`src/rtl/sp_pkg.sv`:
```
package sp_pkg;
   localparam int unsigned CHAR_W = 8;
   localparam int unsigned OVS    = 16;
   localparam int unsigned SUB_W  = $clog2(OVS);
   localparam int unsigned VOTE_A = 7;
   localparam int unsigned VOTE_B = 8;
   localparam int unsigned VOTE_C = 9;

   typedef enum logic [2:0] {
      LN_IDLE, LN_START, LN_DATA, LN_PAR, LN_STOP
   } ln_state_e;

   function automatic logic par_on(input logic [1:0] mode);
      return (mode == 2'b01) || (mode == 2'b10);
   endfunction

   function automatic logic par_calc(input logic [CHAR_W-1:0] d, input logic len8,
                                     input logic [1:0] mode);
      logic [CHAR_W-1:0] m;
      m = len8 ? d : {1'b0, d[CHAR_W-2:0]};
      return (^m) ^ (mode == 2'b10);
   endfunction

   function automatic logic maj3(input logic a, input logic b, input logic c);
      return (a & b) | (a & c) | (b & c);
   endfunction
endpackage

```
`src/rtl/sp_fifo.sv`:
```
module sp_fifo #(
   parameter int unsigned WIDTH = 8,
   parameter int unsigned DEPTH = 32,
   parameter int unsigned MARK  = DEPTH
) (
   input  logic             clk,
   input  logic             rst_n,
   input  logic             push,
   input  logic [WIDTH-1:0] wdata,
   input  logic             pop,
   output logic [WIDTH-1:0] rdata,
   output logic             empty,
   output logic             mark_hit
);
   localparam int unsigned AW = $clog2(DEPTH);
   localparam int unsigned CW = AW + 1;

   if (DEPTH != (1 << AW) || DEPTH < 2) begin : g_bad_depth
      $error("sp_fifo: DEPTH must be a power of two of at least 2");
   end
   if (MARK < 1 || MARK > DEPTH) begin : g_bad_mark
      $error("sp_fifo: MARK must lie in 1..DEPTH");
   end

   logic [WIDTH-1:0] mem [DEPTH];
   logic [AW-1:0]    wp, rp;
   logic [CW-1:0]    cnt;
   logic             full, do_push, do_pop;

   assign full     = (cnt == CW'(DEPTH));
   assign empty    = (cnt == '0);
   assign mark_hit = (cnt >= CW'(MARK));
   assign do_push  = push && !full;
   assign do_pop   = pop && !empty;
   assign rdata    = mem[rp];

   always_ff @(posedge clk) begin
      if (do_push) mem[wp] <= wdata;
   end

   always_ff @(posedge clk or negedge rst_n) begin
      if (!rst_n) begin
         wp  <= '0;
         rp  <= '0;
         cnt <= '0;
      end else begin
         if (do_push) wp <= wp + 1'b1;
         if (do_pop)  rp <= rp + 1'b1;
         case ({do_push, do_pop})
            2'b10:   cnt <= cnt + 1'b1;
            2'b01:   cnt <= cnt - 1'b1;
            default: cnt <= cnt;
         endcase
      end
   end

   a_r7_no_overflow: assert property (@(posedge clk) disable iff (!rst_n)
      (full && push && !pop) |=> (cnt == CW'(DEPTH)));
   a_r7_no_underflow: assert property (@(posedge clk) disable iff (!rst_n)
      (empty && pop && !push) |=> (cnt == '0));
endmodule

```
`src/rtl/sp_tx.sv`:
```
module sp_tx
   import sp_pkg::*;
(
   input  logic              clk,
   input  logic              rst_n,
   input  logic              tick,
   input  logic              len8,
   input  logic              stop2,
   input  logic [1:0]        par,
   input  logic              cts,
   input  logic              fifo_empty,
   input  logic [CHAR_W-1:0] fifo_data,
   output logic              pop,
   output logic              txd
);
   localparam int unsigned BIT_W = $clog2(CHAR_W);

   ln_state_e          st;
   logic [SUB_W-1:0]   sub;
   logic [BIT_W-1:0]   bitn, last_bit;
   logic [CHAR_W-1:0]  sh;
   logic               pbit, stopn, bit_end;

   assign bit_end  = tick && (sub == SUB_W'(OVS - 1));
   assign last_bit = len8 ? BIT_W'(CHAR_W - 1) : BIT_W'(CHAR_W - 2);
   assign pop      = (st == LN_IDLE) && !fifo_empty && cts;

   always_ff @(posedge clk or negedge rst_n) begin
      if (!rst_n) begin
         st    <= LN_IDLE;
         sub   <= '0;
         bitn  <= '0;
         sh    <= '0;
         pbit  <= 1'b0;
         stopn <= 1'b0;
      end else if (st == LN_IDLE) begin
         if (pop) begin
            st   <= LN_START;
            sub  <= '0;
            sh   <= fifo_data;
            pbit <= par_calc(fifo_data, len8, par);
         end
      end else begin
         if (tick) sub <= sub + 1'b1;
         if (bit_end) begin
            case (st)
               LN_START: begin
                  st   <= LN_DATA;
                  bitn <= '0;
               end
               LN_DATA: begin
                  sh <= sh >> 1;
                  if (bitn == last_bit) begin
                     st    <= par_on(par) ? LN_PAR : LN_STOP;
                     stopn <= 1'b0;
                  end else begin
                     bitn <= bitn + 1'b1;
                  end
               end
               LN_PAR: begin
                  st    <= LN_STOP;
                  stopn <= 1'b0;
               end
               LN_STOP: begin
                  if (stop2 && !stopn) stopn <= 1'b1;
                  else                 st    <= LN_IDLE;
               end
               default: st <= LN_IDLE;
            endcase
         end
      end
   end

   always_comb begin
      case (st)
         LN_START: txd = 1'b0;
         LN_DATA:  txd = sh[0];
         LN_PAR:   txd = pbit;
         default:  txd = 1'b1;
      endcase
   end

   // with CTS low an idle transmitter stays idle
   a_r9_cts_wait: assert property (@(posedge clk) disable iff (!rst_n)
      (st == LN_IDLE && !cts) |=> (st == LN_IDLE));
   a_r2_idle_high: assert property (@(posedge clk) disable iff (!rst_n)
      (st == LN_STOP && bit_end && !(stop2 && !stopn)) |=> txd);
endmodule

```
`src/rtl/sp_rx.sv`:
```
module sp_rx
   import sp_pkg::*;
#(
   parameter int unsigned ESC_REPEAT = 3
) (
   input  logic              clk,
   input  logic              rst_n,
   input  logic              tick,
   input  logic              rxd,
   input  logic              len8,
   input  logic              stop2,
   input  logic [1:0]        par,
   input  logic [CHAR_W-1:0] esc_char,
   output logic              push,
   output logic [CHAR_W-1:0] pdata,
   output logic              perr,
   output logic              ferr,
   output logic              esc_hit
);
   localparam int unsigned BIT_W = $clog2(CHAR_W);
   localparam int unsigned EW    = $clog2(ESC_REPEAT + 1);

   ln_state_e          st;
   logic [SUB_W-1:0]   sub;
   logic [BIT_W-1:0]   bitn, last_bit;
   logic [CHAR_W-1:0]  sh, char_now;
   logic [EW-1:0]      esc_cnt;
   logic               s_a, s_b, vote, par_acc, ferr_acc, stopn, last_stop;
   logic               perr_now, ferr_now, esc_match;

   assign vote      = maj3(s_a, s_b, rxd);
   assign last_bit  = len8 ? BIT_W'(CHAR_W - 1) : BIT_W'(CHAR_W - 2);
   assign last_stop = (stopn == stop2);
   assign char_now  = len8 ? sh : {1'b0, sh[CHAR_W-1:1]};
   assign perr_now  = par_on(par) && (par_acc != (par == 2'b10));
   assign ferr_now  = ferr_acc || !vote;
   assign esc_match = len8 ? (char_now == esc_char)
                           : (char_now[CHAR_W-2:0] == esc_char[CHAR_W-2:0]);

   always_ff @(posedge clk or negedge rst_n) begin
      if (!rst_n) begin
         st       <= LN_IDLE;
         sub      <= '0;
         bitn     <= '0;
         sh       <= '0;
         s_a      <= 1'b1;
         s_b      <= 1'b1;
         par_acc  <= 1'b0;
         ferr_acc <= 1'b0;
         stopn    <= 1'b0;
         push     <= 1'b0;
         pdata    <= '0;
         perr     <= 1'b0;
         ferr     <= 1'b0;
         esc_hit  <= 1'b0;
         esc_cnt  <= '0;
      end else begin
         push    <= 1'b0;
         esc_hit <= 1'b0;
         if (st == LN_IDLE) begin
            if (tick && !rxd) begin
               st       <= LN_START;
               sub      <= SUB_W'(1);
               par_acc  <= 1'b0;
               ferr_acc <= 1'b0;
            end
         end else if (tick) begin
            sub <= sub + 1'b1;
            if (sub == SUB_W'(VOTE_A)) s_a <= rxd;
            if (sub == SUB_W'(VOTE_B)) s_b <= rxd;
            if (sub == SUB_W'(VOTE_C)) begin
               case (st)
                  LN_START: if (vote) st <= LN_IDLE;
                  LN_DATA: begin
                     sh      <= {vote, sh[CHAR_W-1:1]};
                     par_acc <= par_acc ^ vote;
                  end
                  LN_PAR: par_acc <= par_acc ^ vote;
                  LN_STOP: begin
                     if (last_stop) begin
                        st    <= LN_IDLE;
                        push  <= 1'b1;
                        pdata <= char_now;
                        perr  <= perr_now;
                        ferr  <= ferr_now;
                        if (esc_match && !perr_now && !ferr_now) begin
                           if (esc_cnt == EW'(ESC_REPEAT - 1)) begin
                              esc_hit <= 1'b1;
                              esc_cnt <= '0;
                           end else begin
                              esc_cnt <= esc_cnt + 1'b1;
                           end
                        end else begin
                           esc_cnt <= '0;
                        end
                     end else if (!vote) begin
                        ferr_acc <= 1'b1;
                     end
                  end
                  default: st <= LN_IDLE;
               endcase
            end
            if (sub == SUB_W'(OVS - 1)) begin
               case (st)
                  LN_START: begin
                     st   <= LN_DATA;
                     bitn <= '0;
                  end
                  LN_DATA: begin
                     if (bitn == last_bit) begin
                        st    <= par_on(par) ? LN_PAR : LN_STOP;
                        stopn <= 1'b0;
                     end else begin
                        bitn <= bitn + 1'b1;
                     end
                  end
                  LN_PAR: begin
                     st    <= LN_STOP;
                     stopn <= 1'b0;
                  end
                  LN_STOP: stopn <= 1'b1;
                  default: st <= LN_IDLE;
               endcase
            end
         end
      end
   end

   // a start bit that votes high is dropped without a store
   a_r5_false_start: assert property (@(posedge clk) disable iff (!rst_n)
      (st == LN_START && tick && sub == SUB_W'(VOTE_C) && vote) |=> (st == LN_IDLE && !push));
   a_r10_esc_pulse: assert property (@(posedge clk) disable iff (!rst_n)
      esc_hit |=> !esc_hit);
   a_r10_esc_with_char: assert property (@(posedge clk) disable iff (!rst_n)
      esc_hit |-> push);
endmodule

```
`src/rtl/serial_port_mv.sv`:
```
module serial_port_mv
   import sp_pkg::*;
#(
   parameter int unsigned FIFO_DEPTH  = 32,
   parameter int unsigned RTS_LEVEL   = 28,
   parameter int unsigned DIV_W       = 16,
   parameter int unsigned SYNC_STAGES = 2,
   parameter int unsigned ESC_REPEAT  = 3
) (
   input  logic              clk,
   input  logic              rst_n,
   input  logic [DIV_W-1:0]  cfg_div,
   input  logic              cfg_len8,
   input  logic              cfg_stop2,
   input  logic [1:0]        cfg_parity,
   input  logic [CHAR_W-1:0] cfg_esc,
   input  logic              tx_wr,
   input  logic [CHAR_W-1:0] tx_data,
   output logic              tx_full,
   input  logic              rx_rd,
   output logic [CHAR_W-1:0] rx_data,
   output logic              rx_perr,
   output logic              rx_ferr,
   output logic              rx_err,
   output logic              rx_empty,
   output logic              esc_hit,
   input  logic              rxd,
   output logic              txd,
   input  logic              cts,
   output logic              rts
);
   localparam int unsigned RXW = CHAR_W + 2;

   if (RTS_LEVEL < 1 || RTS_LEVEL > FIFO_DEPTH) begin : g_bad_rts
      $error("serial_port_mv: RTS_LEVEL must lie in 1..FIFO_DEPTH");
   end
   if (SYNC_STAGES < 1) begin : g_bad_sync
      $error("serial_port_mv: SYNC_STAGES must be at least 1");
   end
   if (ESC_REPEAT < 2) begin : g_bad_esc
      $error("serial_port_mv: ESC_REPEAT must be at least 2");
   end
   if (OVS != (1 << SUB_W)) begin : g_bad_ovs
      $error("serial_port_mv: oversample ratio must be a power of two");
   end

   // oversample tick
   logic [DIV_W-1:0] div_cnt;
   logic             tick;
   assign tick = (div_cnt == cfg_div);
   always_ff @(posedge clk or negedge rst_n) begin
      if (!rst_n)    div_cnt <= '0;
      else if (tick) div_cnt <= '0;
      else           div_cnt <= div_cnt + 1'b1;
   end

   // receive line synchroniser
   logic rxd_s;
   if (SYNC_STAGES == 1) begin : g_sync1
      always_ff @(posedge clk or negedge rst_n) begin
         if (!rst_n) rxd_s <= 1'b1;
         else        rxd_s <= rxd;
      end
   end else begin : g_syncn
      logic [SYNC_STAGES-1:0] chain;
      always_ff @(posedge clk or negedge rst_n) begin
         if (!rst_n) chain <= '1;
         else        chain <= {chain[SYNC_STAGES-2:0], rxd};
      end
      assign rxd_s = chain[SYNC_STAGES-1];
   end

   // transmit path
   logic              txq_empty, txq_pop;
   logic [CHAR_W-1:0] txq_data;

   sp_fifo #(.WIDTH(CHAR_W), .DEPTH(FIFO_DEPTH), .MARK(FIFO_DEPTH)) i_txq (
      .clk(clk), .rst_n(rst_n), .push(tx_wr), .wdata(tx_data), .pop(txq_pop),
      .rdata(txq_data), .empty(txq_empty), .mark_hit(tx_full));

   sp_tx i_tx (
      .clk(clk), .rst_n(rst_n), .tick(tick), .len8(cfg_len8), .stop2(cfg_stop2),
      .par(cfg_parity), .cts(cts), .fifo_empty(txq_empty), .fifo_data(txq_data),
      .pop(txq_pop), .txd(txd));

   // receive path
   logic              rx_push, rx_pe, rx_fe, rxq_high;
   logic [CHAR_W-1:0] rx_char;
   logic [RXW-1:0]    rxq_out;

   sp_rx #(.ESC_REPEAT(ESC_REPEAT)) i_rx (
      .clk(clk), .rst_n(rst_n), .tick(tick), .rxd(rxd_s), .len8(cfg_len8),
      .stop2(cfg_stop2), .par(cfg_parity), .esc_char(cfg_esc), .push(rx_push),
      .pdata(rx_char), .perr(rx_pe), .ferr(rx_fe), .esc_hit(esc_hit));

   sp_fifo #(.WIDTH(RXW), .DEPTH(FIFO_DEPTH), .MARK(RTS_LEVEL)) i_rxq (
      .clk(clk), .rst_n(rst_n), .push(rx_push), .wdata({rx_fe, rx_pe, rx_char}),
      .pop(rx_rd), .rdata(rxq_out), .empty(rx_empty), .mark_hit(rxq_high));

   assign rx_data = rxq_out[CHAR_W-1:0];
   assign rx_perr = rxq_out[CHAR_W];
   assign rx_ferr = rxq_out[CHAR_W+1];
   assign rx_err  = !rx_empty && (rx_perr || rx_ferr);

   always_ff @(posedge clk or negedge rst_n) begin
      if (!rst_n) rts <= 1'b1;
      else        rts <= !rxq_high;
   end

   // ready-to-send follows the receive level one cycle later
   a_r8_rts_level: assert property (@(posedge clk) disable iff (!rst_n)
      rxq_high |=> !rts);
   a_r8_rts_room: assert property (@(posedge clk) disable iff (!rst_n)
      !rxq_high |=> rts);
endmodule

```
`config.mk`:
```
export PLATFORM = sky130hd
export DESIGN_NAME = serial_port_mv
export DESIGN_NICKNAME = d
export VERILOG_FILES = /design/src/rtl/sp_pkg.sv /design/src/rtl/sp_fifo.sv /design/src/rtl/sp_tx.sv /design/src/rtl/sp_rx.sv /design/src/rtl/serial_port_mv.sv
export SDC_FILE = /design/constraint.sdc
export NUM_CORES = 1
export LEC_CHECK = 0
export BUFFER_PORTS_ARGS = -buffer_cell sky130_fd_sc_hd__buf_2
export CAP_MARGIN = 20
export CORE_ASPECT_RATIO = 1.5
export CORE_MARGIN = 2
export CORE_UTILIZATION = 46
export DETAILED_ROUTE_END_ITERATION = 10
export HOLD_SLACK_MARGIN = 0.05
export PLACE_DENSITY_LB_ADDON = 0.15
export SYNTH_ARGS = -nofsm -noshare
export SYNTH_HDL_FRONTEND = slang
export SYNTH_HIERARCHICAL = 1
export SYNTH_SLANG_ARGS = --single-unit
```
`constraint.sdc`:
```
create_clock -name clk -period 8.71 [get_ports clk]
set_input_delay 0.871 -clock clk [delete_from_list [all_inputs] [get_ports clk]]
set_output_delay 0.871 -clock clk [all_outputs]
set_load 0.01 [all_outputs]
```
======== Word level (Yosys, flattened, before mapping) ========
Memory sizes are Yosys's and may differ from the RTL's.
Index checks and enable logic that the tools add are counted.
word-level totals
  output and inout bits ................... 16
  input bits .............................. 42
  word-level logic and storage cells ...... 230
  memory bits (writable) .................. 576
  memories kept ........................... 2
  bits in registers ....................... 108
cells by class
  magnitude comparators ................... 2
  bitwise gates (word level) .............. 9
  reduce and logical (&&, ||, !) cells .... 60
  add/subtract/negate cells ............... 14
  eq/ne operators ......................... 40
  muxes and demuxes ....................... 73
memories
  name       depth  width  rd ports  clocked after Yosys merged registers in  write ports  RTL line       text
  i_rxq.mem  32     10     1         0                                        1            sp_fifo.sv:25  logic [WIDTH-1:0] mem [DEPTH];
  i_txq.mem  32     8      1         0                                        1            sp_fifo.sv:25
operator list
  cell                     count
  $mux W3                  16
  $mux W8                  6
  $mux W1                  32
  $mux W4                  6
  $pmux W3 S4              2
  $pmux W6 S2              2
  $reduce_bool A2 Y1       11
  $add A5 B1 Y5 const B    4
  $reduce_and A5 Y1        4
  $add A16 B1 Y16 const B  1
  $eq A16 B16 Y1           1
  $eq A4 B4 Y1 const B     4
  $mux W16                 1
  $reduce_and A4 Y1        4
  $logic_and A1 B1 Y1      13
  $add A6 B1 Y6 const B    2
  $eq A3 B2 Y1 const B     4
  $eq A6 B6 Y1 const B     2
  $logic_not A6 Y1         2
  $ne A2 B2 Y1 const B     6
  $pmux W3 S2              2
  $sub A6 B1 Y6 const B    2
  $logic_not A1 Y1         10
  $pmux W1 S3              3
  32 further kinds         58

======== Logic depth before layout (Yosys ltp) ========
  depth in word-level cells ............... 13
  depth in mapped cells ................... 12
  mapped depth without buffers ............ 12

======== Modules after synthesis ========
The synthesis kept the hierarchy.
modules (own cells, without submodules)
  module            cells an instance  instances  area each (um^2)
  sp_fifo at i_rxq  661                1          13,291.5
  sp_fifo at i_txq  563                1          10,918.0
  sp_rx             210                1          2,026.9
  sp_tx             128                1          1,222.4
  serial_port_mv    104                1          1,037.2

======== Worst setup path after synthesis ========
Ideal clock, no wire load.
  path type ............................... reg-to-reg
  start point ............................. register i_txq.cnt[0]
  end point ............................... register i_txq.cnt[5]
  cell stages (with the launch flop) ...... 12
  buffers on the path ..................... 0
  required time ........................... 8,587 ps
  arrival ................................. 3,338 ps
  path slack .............................. 5,249 ps
  cells stage by stage .................... dfrtp_1 > or4_1 > or2_2 > nor2_1 > nor3_4 > o31a_1 > ha_1 > ha_1 > nor4bb_1 > a311o_1 > or3b_1 > xnor2_1
on the way
  longest elaborated chain between the ends .. 7
  elaborated cells on any way between the ends .. 14
  classes of those cells .................. add/sub (2); eq/ne (3); mux (1); reduce/logical (8)
RTL lines
  element                                            RTL line              text
  start, declared                                    sp_fifo.sv:27         logic [CW-1:0] cnt;
  start signal, assigned                             sp_fifo.sv:50         2'b10: cnt <= cnt + 1'b1;
  start signal, assigned                             sp_fifo.sv:51         2'b01: cnt <= cnt - 1'b1;
  start signal, assigned                             sp_fifo.sv:52         default: cnt <= cnt;
  $logic_not A6 Y1 (*)                               sp_fifo.sv:31         assign empty = (cnt == '0);
  via txq_empty                                      serial_port_mv.sv:74  logic txq_empty, txq_pop;
  $logic_not A1 Y1 (*)                               sp_tx.sv:26           assign pop = (st == LN_IDLE) && !fifo_empty && cts;
  $logic_and A1 B1 Y1 (*) (2 in series)              sp_tx.sv:26
  via txq_pop                                        serial_port_mv.sv:74
  $logic_and A1 B1 Y1 (*)                            sp_fifo.sv:34         assign do_pop = pop && !empty;
  via i_txq.do_pop                                   sp_fifo.sv:28         logic full, do_push, do_pop;
  $eq A2 B1 Y1 or $eq A2 B2 Y1 (tied branches)       sp_fifo.sv:49         case ({do_push, do_pop})
  $pmux W6 S2 or $reduce_bool A2 Y1 (tied branches)  n/a
Mark *: on every way through the listed nets, which the timed path passes. The rest lies on a longest branch.
A chain may end at the register's enable or synchronous reset.

======== Final worst setup path ========
  start point ............................. register i_rxq.rp[0]
  end point ............................... output port rx_data[1]
on the way
  longest elaborated chain between the ends .. 1
RTL lines
  element                 RTL line              text
  start, declared         sp_fifo.sv:26         logic [AW-1:0] wp, rp;
  start signal, assigned  sp_fifo.sv:48         if (do_pop) rp <= rp + 1'b1;
  $mem_v2 Z32 W10         n/a
  end, declared           serial_port_mv.sv:21  output logic [CHAR_W-1:0] rx_data,
Every way passes these cells.

==> impl_metrics.env <==
export IMPL_drt_iter0_drc=958
export IMPL_hold_buffers=0
export IMPL_num_rows=111
export IMPL_drv_cap=0
export IMPL_synth_compound_area_share_pct=6.08
export IMPL_setup_viol=0
export IMPL_design_area_sq_um=31800
export IMPL_ios=58
export IMPL_cts_max_level=3
export IMPL_avgRoutedWirePerCell_um=25.6
export IMPL_slew_headroom_pct=25.7
export IMPL_clk_latency_ps=610
export IMPL_postPlaceCellArea_sq_um=29500
export IMPL_synth_top_cells_by_area="edfxtp_1 61%, dfrtp_1 9.0%, mux4_2 7.5%"
export IMPL_antenna_found_initial=1
export IMPL_rsz0062_at_grt="no"
export IMPL_gp_congestion=0.801
export IMPL_cell_internal_pwr_w=0.00557
export IMPL_p_seq_share_pct=49.0
export IMPL_synth_simple_gate_area_share_pct=5.37
export IMPL_finalNetCount=1819
export IMPL_synthesis_nets=1739
export IMPL_drive_above_1_share_pct=19.1
export IMPL_synth_warnings=6
export IMPL_ys_flop_type="edfxtp_1"
export IMPL_async_flop_share_pct=15.8
export IMPL_max_clock_freq_mhz=209
export IMPL_finClkSkew_ps=22.3
export IMPL_synth_cell_types=81
export IMPL_ant_nets=0
export IMPL_worstSetupStartpointType="flip-flop"
export IMPL_synthMuxAreaShare_pct=12.3
export IMPL_finalNonFillerCells=2589
export IMPL_portBuffers=57
export IMPL_cts_setup_buffers=0
export IMPL_synth_seq_cells=684
export IMPL_ctsResizeCount=0
export IMPL_first_pass_iters=5
export IMPL_worstPathMaxFanout=49
export IMPL_cellLeakagePower_nw=9.84
export IMPL_synthesis_area_sq_um=28500
export IMPL_clock_path_buffers=3
export IMPL_routed_wl_mm=66.4
export IMPL_synth_xor_area_share_pct=2.32
export IMPL_tightest_slew_ps=1110
export IMPL_peakVddDrop_v=0.000184
export IMPL_core_area_sq_um=61200
export IMPL_num_vias=15000
export IMPL_die_w_um=207
export IMPL_p_sw_w=0.00196
export IMPL_fp_dieH_um=309
export IMPL_grt_max_degree=62
export IMPL_hp_class="input port to asynchronous set/reset pin"
export IMPL_synth_edff_count=576
export IMPL_via_per_inst=5.78
export IMPL_clockPowerShare_pct=37.4
export IMPL_hold_viol_final=0
export IMPL_cts_reportedPaths_clkPinSlew_ps=60
export IMPL_area_growth_pct=11.6
export IMPL_yosys_area_share_adder_pct=1.45
export IMPL_post_route_period_util_pct=55.0
export IMPL_grt_remaining_overflow=0
export IMPL_die_area_sq_um=64000
export IMPL_synth_cells=1666
export IMPL_cts_tree="yes"
export IMPL_switching_share_pct=26.0
export IMPL_placedCellCount=2458
export IMPL_synthTopCellsByCount="576 x edfxtp_1, 114 x nor2_1, 103 x dfrtp_1"
export IMPL_yosysMostFrequentCell="edfxtp_1"
export IMPL_start_util_pct=46.5
export IMPL_grt_usage_pct=21.1
export IMPL_status="finished clean"
export IMPL_end_kind="output pin"
export IMPL_synth_top_area_share_pct=60.7
export IMPL_grt_pass1_vias=15600
export IMPL_power_density_nw_per_um2=237
export IMPL_drc=0
export IMPL_yosysSeqAreaShare_pct=70.2
export IMPL_synth_top_family_by_area="multiplexers"
export IMPL_hpwl_mm=45.0
export IMPL_yosys_area_top_type="edfxtp_1"
export IMPL_cp_arrival_ps=3920
export IMPL_critPathRequiredTime_ps=7840
export IMPL_cts_buffers=69
export IMPL_fin_tns_setup_ps=0
export IMPL_slew_viol_final=0
export IMPL_period_minus_slack_ps=4790
export IMPL_antennaDiodeCount=0
export IMPL_grt_pass1_wl_mm=100
export IMPL_postSynthAreaPerCell_sq_um=17.1
export IMPL_cts_root_buffer="clkbuf_16"
export IMPL_clkSinkCount=684
export IMPL_worstSetupPathType="flip-flop to output pin"
export IMPL_power_frac_comb_pct=13.6
## power groups by stage
stage          sequential, W  clock, W  combinational [W]
4_1_cts              0.00369   0.00289            0.00104
2_1_floorplan        0.00366         0           0.000775
6_report             0.00369   0.00282            0.00102
5_1_grt              0.00370   0.00301            0.00109
3_3_place_gp         0.00376         0            0.00103
3_5_place_dp         0.00376         0            0.00103
## sequential cells by signal (all words and copies together), names as in the netlist, 2 cells and up
| register | cells |
|---|---|
| g_syncn.chain | 2 |
| i_rxq/cnt | 6 |
| i_txq/wp | 5 |
| i_txq/cnt | 6 |
| i_tx/sh | 8 |
| div_cnt | 16 |
| i_rx/esc_cnt | 2 |
| i_rxq/mem | 320 |
| i_rx/pdata | 8 |
| i_tx/sub | 4 |
| i_rxq/wp | 5 |
| i_rxq/rp | 5 |
| i_txq/rp | 5 |
| i_tx/bitn | 3 |
| i_rx/sh | 8 |
| i_rx/st | 3 |
| i_txq/mem | 256 |
| i_rx/sub | 4 |
| i_rx/bitn | 3 |
| i_tx/st | 3 |
## cell usage in the layout (no fill, tap or decap), types with 45 or more instances in the layout
cell / netlist / final
edfxtp_1: 576 / 576
o21ai_0: 45 / 45
clkbuf_16: 0 / 71
nor2_1: 114 / 114
mux4_2: 95 / 95
dfrtp_1: 103 / 100
mux2i_1: 86 / 86
xnor2_1: 55 / 55
nand2_1: 78 / 78
buf_2: 25 / 56
## worst max-delay path, cell delays in order (launching register included)
cell and delay, ps:
dfrtp_4 1040, buf_4 730, mux4_2 600, a22o_1 250, a2111oi_1 350, a21oi_1 120, buf_2 180
## cell type report
class                      instances  area [sq um]
inverter                          30           113
clock buffer                      86          1840
timing repair buffer              99           706
fill                            4960         29400
clock inverter                    37           279
multi-input combinational        862          7860
tap                              791           990
sequential                       684         20000
## stage by stage
step	hold slack, ps	power [W]	util, %	setup WS, ps
finish	350	0.00753	51.9	3920
detailed placement	348	0.00479	48.2	4420
floorplan	345	0.00444	-	5250
global placement	345	0.00478	48.1	4420
global route	357	0.00780	51.9	3590
CTS	346	0.00761	51.7	3760
## cells by family after synthesis
group,after synthesis
flip-flops,684
AND/OR/NAND/NOR,311
AO/OA/AOI/OAI,237
XOR/XNOR,74
buffers and inverters,120
multiplexers,208
adder cells (fa/ha/maj),32
## worst paths after layout
path | startpoint | end | slack (ps) | depth (start not counted)
worst max-delay path | i_rxq/rp[0] | rx_data[1] | 3920 | 6
worst min-delay path | rst_n | i_rx/esc_hit | 350 | 1
worst max register to register | i_txq/rp[0] | i_tx/pbit | 4670 | 9
worst min register to register | g_syncn.chain[0] | g_syncn.chain[1] | 350 | 0
max in group asynchronous | rst_n | i_txq/rp[0] | 6940 | 2
min in group clk | g_syncn.chain[0] | g_syncn.chain[1] | 350 | 0
## per-layer routing
layer,GRT usage [%],vias up,share of wire (%)
li1,-,6734,-
met1,23.3,7786,36
met2,40.4,322,57
met3,2.65,110,3.3
met4,9.44,0,4.0
met5,0,-,0
(Power assumes the default switching activity.)
